### src/rtl/sfs_pkg.sv
package sfs_pkg;

    typedef enum logic [1:0] {
        ST_HDR  = 2'd0,
        ST_PAY  = 2'd1,
        ST_PAD  = 2'd2,
        ST_DISC = 2'd3
    } sfs_state_e;

    typedef struct packed {
        logic [7:0] data;
        logic       first;
        logic       last;
        logic       drop;
    } sfs_beat_t;

    localparam int unsigned STATUS_BYTES = 4;

endpackage

### src/rtl/sfs_status_decode.sv
module sfs_status_decode #(
    parameter int unsigned LEN_W   = 14,
    parameter int unsigned LEN_LSB = 16,
    parameter int unsigned BAD_BIT = 15
) (
    input  logic             clk,
    input  logic             rst_n,
    input  logic             capture,
    input  logic [1:0]       idx,
    input  logic [7:0]       byte_in,
    output logic [LEN_W-1:0] frame_len,
    output logic             frame_bad
);
    localparam int unsigned HELD   = sfs_pkg::STATUS_BYTES - 1;
    localparam int unsigned WORD_W = 8 * sfs_pkg::STATUS_BYTES;

    logic [HELD-1:0][7:0] held_d, held_q;
    logic [WORD_W-1:0]    stat_word_partly_unused;

    // The first three bytes are held; the fourth is used as it arrives.
    for (genvar g = 0; g < HELD; g++) begin : g_slot
        always_comb begin
            held_d[g] = held_q[g];
            if (capture && (idx == 2'(g))) begin
                held_d[g] = byte_in;
            end
        end
    end

    always_ff @(posedge clk or negedge rst_n) begin
        if (!rst_n) begin
            held_q <= '0;
        end else begin
            held_q <= held_d;
        end
    end

    assign stat_word_partly_unused = {byte_in, held_q};
    assign frame_len = stat_word_partly_unused[LEN_LSB +: LEN_W];
    assign frame_bad = stat_word_partly_unused[BAD_BIT];

endmodule

### src/rtl/sfs_offset_tracker.sv
module sfs_offset_tracker #(
    parameter int unsigned MAX_XFER = 2048
) (
    input  logic clk,
    input  logic rst_n,
    input  logic step,
    input  logic clear,
    output logic over_limit,
    output logic word_end
);
    localparam int unsigned OFF_W = $clog2(MAX_XFER + 1);

    logic [OFF_W-1:0] off_d, off_q;

    always_comb begin
        off_d = off_q;
        if (clear) begin
            off_d = '0;
        end else if (step && !over_limit) begin
            off_d = off_q + OFF_W'(1);
        end
    end

    always_ff @(posedge clk or negedge rst_n) begin
        if (!rst_n) begin
            off_q <= '0;
        end else begin
            off_q <= off_d;
        end
    end

    // over_limit: the byte now offered would be beyond the allowed size.
    assign over_limit = (off_q == OFF_W'(MAX_XFER));
    // word_end: the byte now offered is the last of a 4-byte group.
    assign word_end   = (off_q[1:0] == 2'b11);

endmodule

### src/rtl/sfs_out_stage.sv
module sfs_out_stage (
    input  logic              clk,
    input  logic              rst_n,
    input  logic              push,
    input  sfs_pkg::sfs_beat_t beat_in,
    input  logic              out_ready,
    output logic              out_valid,
    output sfs_pkg::sfs_beat_t beat_out,
    output logic              slot_free
);
    typedef struct packed {
        logic               valid;
        sfs_pkg::sfs_beat_t beat;
    } stage_t;

    stage_t st_d, st_q;

    assign slot_free = !st_q.valid || out_ready;

    always_comb begin
        st_d = st_q;
        if (push) begin
            st_d.valid = 1'b1;
            st_d.beat  = beat_in;
        end else if (out_ready) begin
            st_d.valid = 1'b0;
        end
    end

    always_ff @(posedge clk or negedge rst_n) begin
        if (!rst_n) begin
            st_q <= '0;
        end else begin
            st_q <= st_d;
        end
    end

    assign out_valid = st_q.valid;
    assign beat_out  = st_q.beat;

endmodule

### src/rtl/rx_frame_splitter.sv
module rx_frame_splitter #(
    parameter int unsigned MAX_XFER = 2048,
    parameter int unsigned LEN_W    = 14,
    parameter int unsigned LEN_LSB  = 16,
    parameter int unsigned BAD_BIT  = 15
) (
    input  logic       clk,
    input  logic       rst_n,
    input  logic       in_valid,
    output logic       in_ready,
    input  logic [7:0] in_data,
    input  logic       in_last,
    output logic       out_valid,
    input  logic       out_ready,
    output logic [7:0] out_data,
    output logic       out_first,
    output logic       out_last,
    output logic       out_drop,
    output logic       err_short_hdr,
    output logic       err_oversize,
    output logic       err_overrun
);
    import sfs_pkg::*;

    localparam logic [1:0] HDR_LAST = 2'(STATUS_BYTES - 1);

    typedef struct packed {
        sfs_state_e       st;
        logic [1:0]       hcnt;
        logic [LEN_W-1:0] rem;
        logic             bad;
        logic             first;
        logic             e_short;
        logic             e_size;
        logic             e_ovr;
    } ctl_t;

    ctl_t       cur_q, nxt_d;
    logic       acc;
    logic       slot_free;
    logic       over_limit;
    logic       word_end;
    logic [LEN_W-1:0] frame_len;
    logic       frame_bad;
    logic       push;
    sfs_beat_t  beat_new;
    sfs_beat_t  beat_out;

    assign in_ready = (cur_q.st == ST_PAY) ? slot_free : 1'b1;
    assign acc      = in_valid && in_ready;

    sfs_status_decode #(
        .LEN_W   (LEN_W),
        .LEN_LSB (LEN_LSB),
        .BAD_BIT (BAD_BIT)
    ) u_decode (
        .clk       (clk),
        .rst_n     (rst_n),
        .capture   (acc && (cur_q.st == ST_HDR)),
        .idx       (cur_q.hcnt),
        .byte_in   (in_data),
        .frame_len (frame_len),
        .frame_bad (frame_bad)
    );

    sfs_offset_tracker #(
        .MAX_XFER (MAX_XFER)
    ) u_offset (
        .clk        (clk),
        .rst_n      (rst_n),
        .step       (acc),
        .clear      (acc && in_last),
        .over_limit (over_limit),
        .word_end   (word_end)
    );

    sfs_out_stage u_out (
        .clk       (clk),
        .rst_n     (rst_n),
        .push      (push),
        .beat_in   (beat_new),
        .out_ready (out_ready),
        .out_valid (out_valid),
        .beat_out  (beat_out),
        .slot_free (slot_free)
    );

    always_comb begin
        nxt_d         = cur_q;
        nxt_d.e_short = 1'b0;
        nxt_d.e_size  = 1'b0;
        nxt_d.e_ovr   = 1'b0;
        push          = 1'b0;
        beat_new      = '0;
        beat_new.data = in_data;

        unique case (cur_q.st)
            ST_HDR: begin
                if (acc) begin
                    if (over_limit) begin
                        nxt_d.e_ovr = 1'b1;
                        nxt_d.hcnt  = '0;
                        nxt_d.st    = in_last ? ST_HDR : ST_DISC;
                    end else if (cur_q.hcnt != HDR_LAST) begin
                        if (in_last) begin
                            nxt_d.e_short = 1'b1;
                            nxt_d.hcnt    = '0;
                        end else begin
                            nxt_d.hcnt = cur_q.hcnt + 2'd1;
                        end
                    end else begin
                        nxt_d.hcnt = '0;
                        if (frame_len != '0) begin
                            if (in_last) begin
                                nxt_d.e_size = 1'b1;
                            end else begin
                                nxt_d.st    = ST_PAY;
                                nxt_d.rem   = frame_len;
                                nxt_d.bad   = frame_bad;
                                nxt_d.first = 1'b1;
                            end
                        end
                    end
                end
            end

            ST_PAY: begin
                if (acc) begin
                    push           = 1'b1;
                    beat_new.first = cur_q.first;
                    nxt_d.first    = 1'b0;
                    nxt_d.rem      = cur_q.rem - LEN_W'(1);
                    if (over_limit) begin
                        beat_new.last = 1'b1;
                        beat_new.drop = 1'b1;
                        nxt_d.e_ovr   = 1'b1;
                        nxt_d.st      = in_last ? ST_HDR : ST_DISC;
                    end else if (cur_q.rem == LEN_W'(1)) begin
                        beat_new.last = 1'b1;
                        beat_new.drop = cur_q.bad;
                        nxt_d.st      = (in_last || word_end) ? ST_HDR : ST_PAD;
                    end else if (in_last) begin
                        beat_new.last = 1'b1;
                        beat_new.drop = 1'b1;
                        nxt_d.e_size  = 1'b1;
                        nxt_d.st      = ST_HDR;
                    end
                end
            end

            ST_PAD: begin
                if (acc) begin
                    if (over_limit) begin
                        nxt_d.e_ovr = 1'b1;
                        nxt_d.st    = in_last ? ST_HDR : ST_DISC;
                    end else if (in_last || word_end) begin
                        nxt_d.st = ST_HDR;
                    end
                end
            end

            ST_DISC: begin
                if (acc && in_last) begin
                    nxt_d.st = ST_HDR;
                end
            end

            default: nxt_d.st = ST_HDR;
        endcase
    end

    always_ff @(posedge clk or negedge rst_n) begin
        if (!rst_n) begin
            cur_q    <= '0;
            cur_q.st <= ST_HDR;
        end else begin
            cur_q <= nxt_d;
        end
    end

    assign out_data      = beat_out.data;
    assign out_first     = beat_out.first;
    assign out_last      = beat_out.last;
    assign out_drop      = beat_out.drop;
    assign err_short_hdr = cur_q.e_short;
    assign err_oversize  = cur_q.e_size;
    assign err_overrun   = cur_q.e_ovr;

endmodule

### config.mk
export PLATFORM = sky130hd
export DESIGN_NAME = rx_frame_splitter
export DESIGN_NICKNAME = d
export VERILOG_FILES = /design/src/rtl/sfs_pkg.sv /design/src/rtl/sfs_status_decode.sv /design/src/rtl/sfs_offset_tracker.sv /design/src/rtl/sfs_out_stage.sv /design/src/rtl/rx_frame_splitter.sv
export SDC_FILE = /design/constraint.sdc
export NUM_CORES = 1
export LEC_CHECK = 0
export ABC_AREA = 1
export BUFFER_PORTS_ARGS = -buffer_cell sky130_fd_sc_hd__buf_2
export CELL_PAD_IN_SITES_DETAIL_PLACEMENT = 0
export CELL_PAD_IN_SITES_GLOBAL_PLACEMENT = 2
export CORE_ASPECT_RATIO = 0.5
export CORE_UTILIZATION = 31
export DETAILED_ROUTE_END_ITERATION = 8
export PLACE_DENSITY = 0.83
export RECOVER_POWER = 50
export SLEW_MARGIN = 20
export SYNTH_ARGS = -nofsm -noshare
export SYNTH_HDL_FRONTEND = slang
export SYNTH_SLANG_ARGS = --single-unit
### constraint.sdc
create_clock -name clk -period 1.8 [get_ports clk]
set_clock_uncertainty 0.2 [all_clocks]
set_input_delay 0.27 -clock clk [delete_from_list [all_inputs] [get_ports clk]]
set_output_delay 0.27 -clock clk [all_outputs]
set_load 0.05 [all_outputs]
==> metrics <==
max cap viols 0; Critical R2R Capture cur_q[11]; CP Launch Type register; Max Freq 571 MHz; largest net degree at the start of global routing 57; post-route setup slack 0.0473 ns; Area growth syn-to-layout 32.6%; CP arrival 1.79 ns; Die Y approximately 76 um; share of cells above drive strength 1 28.2%; Fill cells 1097; r2r setup slk around 0.047 ns; vias per cell between 4 and 5; GRT overflow 0; min Tclk post-route approximately 1.8 ns; final setup vio count 0; # rows 26; ANT nets after route 0; unrepaired setup endpoints after global routing yes; hold path start in_data[6]; initial drt markers between 100 and 150; status complete, no violations; vias in the first global route roughly 3k; sequential fraction of the synthesis area between 40% and 50%; Avg WL per Cell roughly 14 um; Synth Instances just under 500; Max clock buf depth 2; H-tree lvl count 2; Total Neg Setup Slack 0 ns; fin. max-slew vios 0; drt total wl ~9.5 mm; Die Span X about 150 um; Peak VDD IR 0.000509 V; Routability Congestion between 0.7 and 0.8; crit path max fanout 7; worst r2r path cells 11; Vias 3305; CTS tree yes; Die Area between 0.01 and 0.015 mm^2; Setup WS pre-CTS -0.0723 ns; DRC errors left 0; Cell Pwr Density approximately 1500 mW/mm^2; Clock Latency Late Sink roughly 0.30 ns; Mapped Nets approximately 500; Hold Path Class primary input to register; hpwl dp 6.71 mm; clock sinks 56; Max-slew headroom 45.9%; root buffer selected by CTS clkbuf_16; Post-Syn Area per Cell between 7 and 8 um^2; fin crit share ~97%; I/O Pins 29; Total Power roughly 6.6 mW; Worst EP required between 1.5 and 2 ns; mapped cell area roughly 0.0034 mm^2; Total GRT Usage 16.8%; crit path to cur_q[11]; CP Capture Type register; commonest non-fill, non-tap cell in the layout nand2_1; critical path startpoint u_offset.off_q[0]; YS warnings 0; CTS clock-pin slew for the worst setup and hold paths approximately 0.07 ns; Diodes inserted 0; core area ~0.010 mm^2; Worst-Margin Slew just over 0.8 ns; Initial Util 32.7%; number of buffers inserted during clock tree synthesis 5; initial antenna violation count 0; post-synthesis register bit count 56; leakage 2.20 nW; most frequent cells in the layout nand2_1, dfrtp_1, inv_1, nor2_1, o21ai_0; Crit Path Category register to register; Final Hold Viols 0; Netlist cell types 29; FF-to-FF Start u_offset.off_q[0]; port buffer count 28; Layout Nets approximately 570; Pre-antenna DRT Iters 4; first-pass GRT wire length 15.0 mm
==> area by class of cell <==
type	count	area, um^2	area share [%]
inverter	58	239	5.27
clock buffer	7	133	2.92
tap	140	175	3.86
multi-input combinational	355	1980	43.6
timing repair inverter	1	7.51	0.165
clock inverter	1	5.00	0.110
timing repair buffer	75	594	13.1
sequential	56	1410	31.0
==> power breakdown <==
part / total (mW) / internal, mW / switching [mW]
Combinational: 3.69 / 1.30 / 2.39
Sequential: 1.96 / 1.67 / 0.292
Clock: 0.977 / 0.517 / 0.459
==> registers in the layout, summed over array words and instances (netlist names) <==
signal / flops
u_out.beat_out: 11
u_decode.frame_bad: 1
cur_q: 20
err_overrun: 1
u_offset.off_q: 12
err_short_hdr: 1
err_oversize: 1
u_out.out_valid: 1
u_decode.frame_len: 8
==> worst max-delay path: stages, from the launching register on <==
cell and delay (ns):
dfrtp_1 0.41, inv_2 0.09, ha_4 0.15, nand3_4 0.08, nor2_4 0.14, nand2_4 0.10, nand3_4 0.08, nand2_4 0.06
nand2_8 0.11, clkbuf_16 0.17, nand2_1 0.05, nand2_1 0.06
==> routing by layer <==
layer,GRT usage [%],vias up,part of all wire (%)
met5,0,-,0
met2,25.2,32,45
li1,-,1696,-
met4,3.00,0,0.60
met3,3.41,6,2.3
met1,25.0,1571,52
==> what timing repair did <==
item                                    CTS  global route
hold buffers                              2             0
cloned                                    0             3
setup buffers                             0             5
gates resized for setup                   3            81
endpoints found under the hold margin    57             0
endpoints found under the setup margin    3            39
pin swaps                                 1            28
==> worst min-delay path by stage <==
stage	to	depth (start not counted)	slack [ns]
floorplan	cur_q[10]	0	-0.23
global placement	u_offset.off_q[9]	2	0.1
detailed placement	u_offset.off_q[5]	2	0.11
CTS	u_decode.frame_len[6]	3	0.05
global route	u_decode.frame_len[6]	3	0.05
finish	u_decode.frame_len[6]	3	0.05
==> synth_stat cells, drive strengths merged <==
library cell | n | area, um^2
nand2 | 152 | 623
inv | 58 | 225
nor2 | 57 | 224
dfrtp | 56 | 1400
o21ai | 48 | 240
nand3 | 37 | 185
nand4 | 18 | 113
nor3 | 15 | 86.3
a21oi | 10 | 50.1
buf | 9 | 68.8
ha | 7 | 87.6
xor2 | 6 | 52.6
clkbuf | 5 | 18.8
o22ai | 2 | 12.5
a31oi | 1 | 21.3
nor4 | 1 | 6.26
o21a | 1 | 7.51
==> cell families after synthesis <==
family | after synthesis | share of synthesized area (%)
XOR/XNOR | 6 | 1.54
flip-flops | 56 | 40.9
AO/OA/AOI/OAI | 62 | 9.69
adder cells (fa/ha/maj) | 7 | 2.56
AND/OR/NAND/NOR | 280 | 36.1
buffers and inverters | 72 | 9.14
==> metrics by stage <==
step	utilization [%]	area, um^2	std cells	hold slack (ns)
after floorplan	-	3460	483	-0.226
after global placement	38.5	4030	675	0.0994
after detailed placement	38.5	4030	675	0.107
after CTS	40.1	4200	685	0.0481
after global routing	43.3	4540	693	0.0524
final	43.3	4540	693	0.0473
Power figures use the tool's default switching activity.
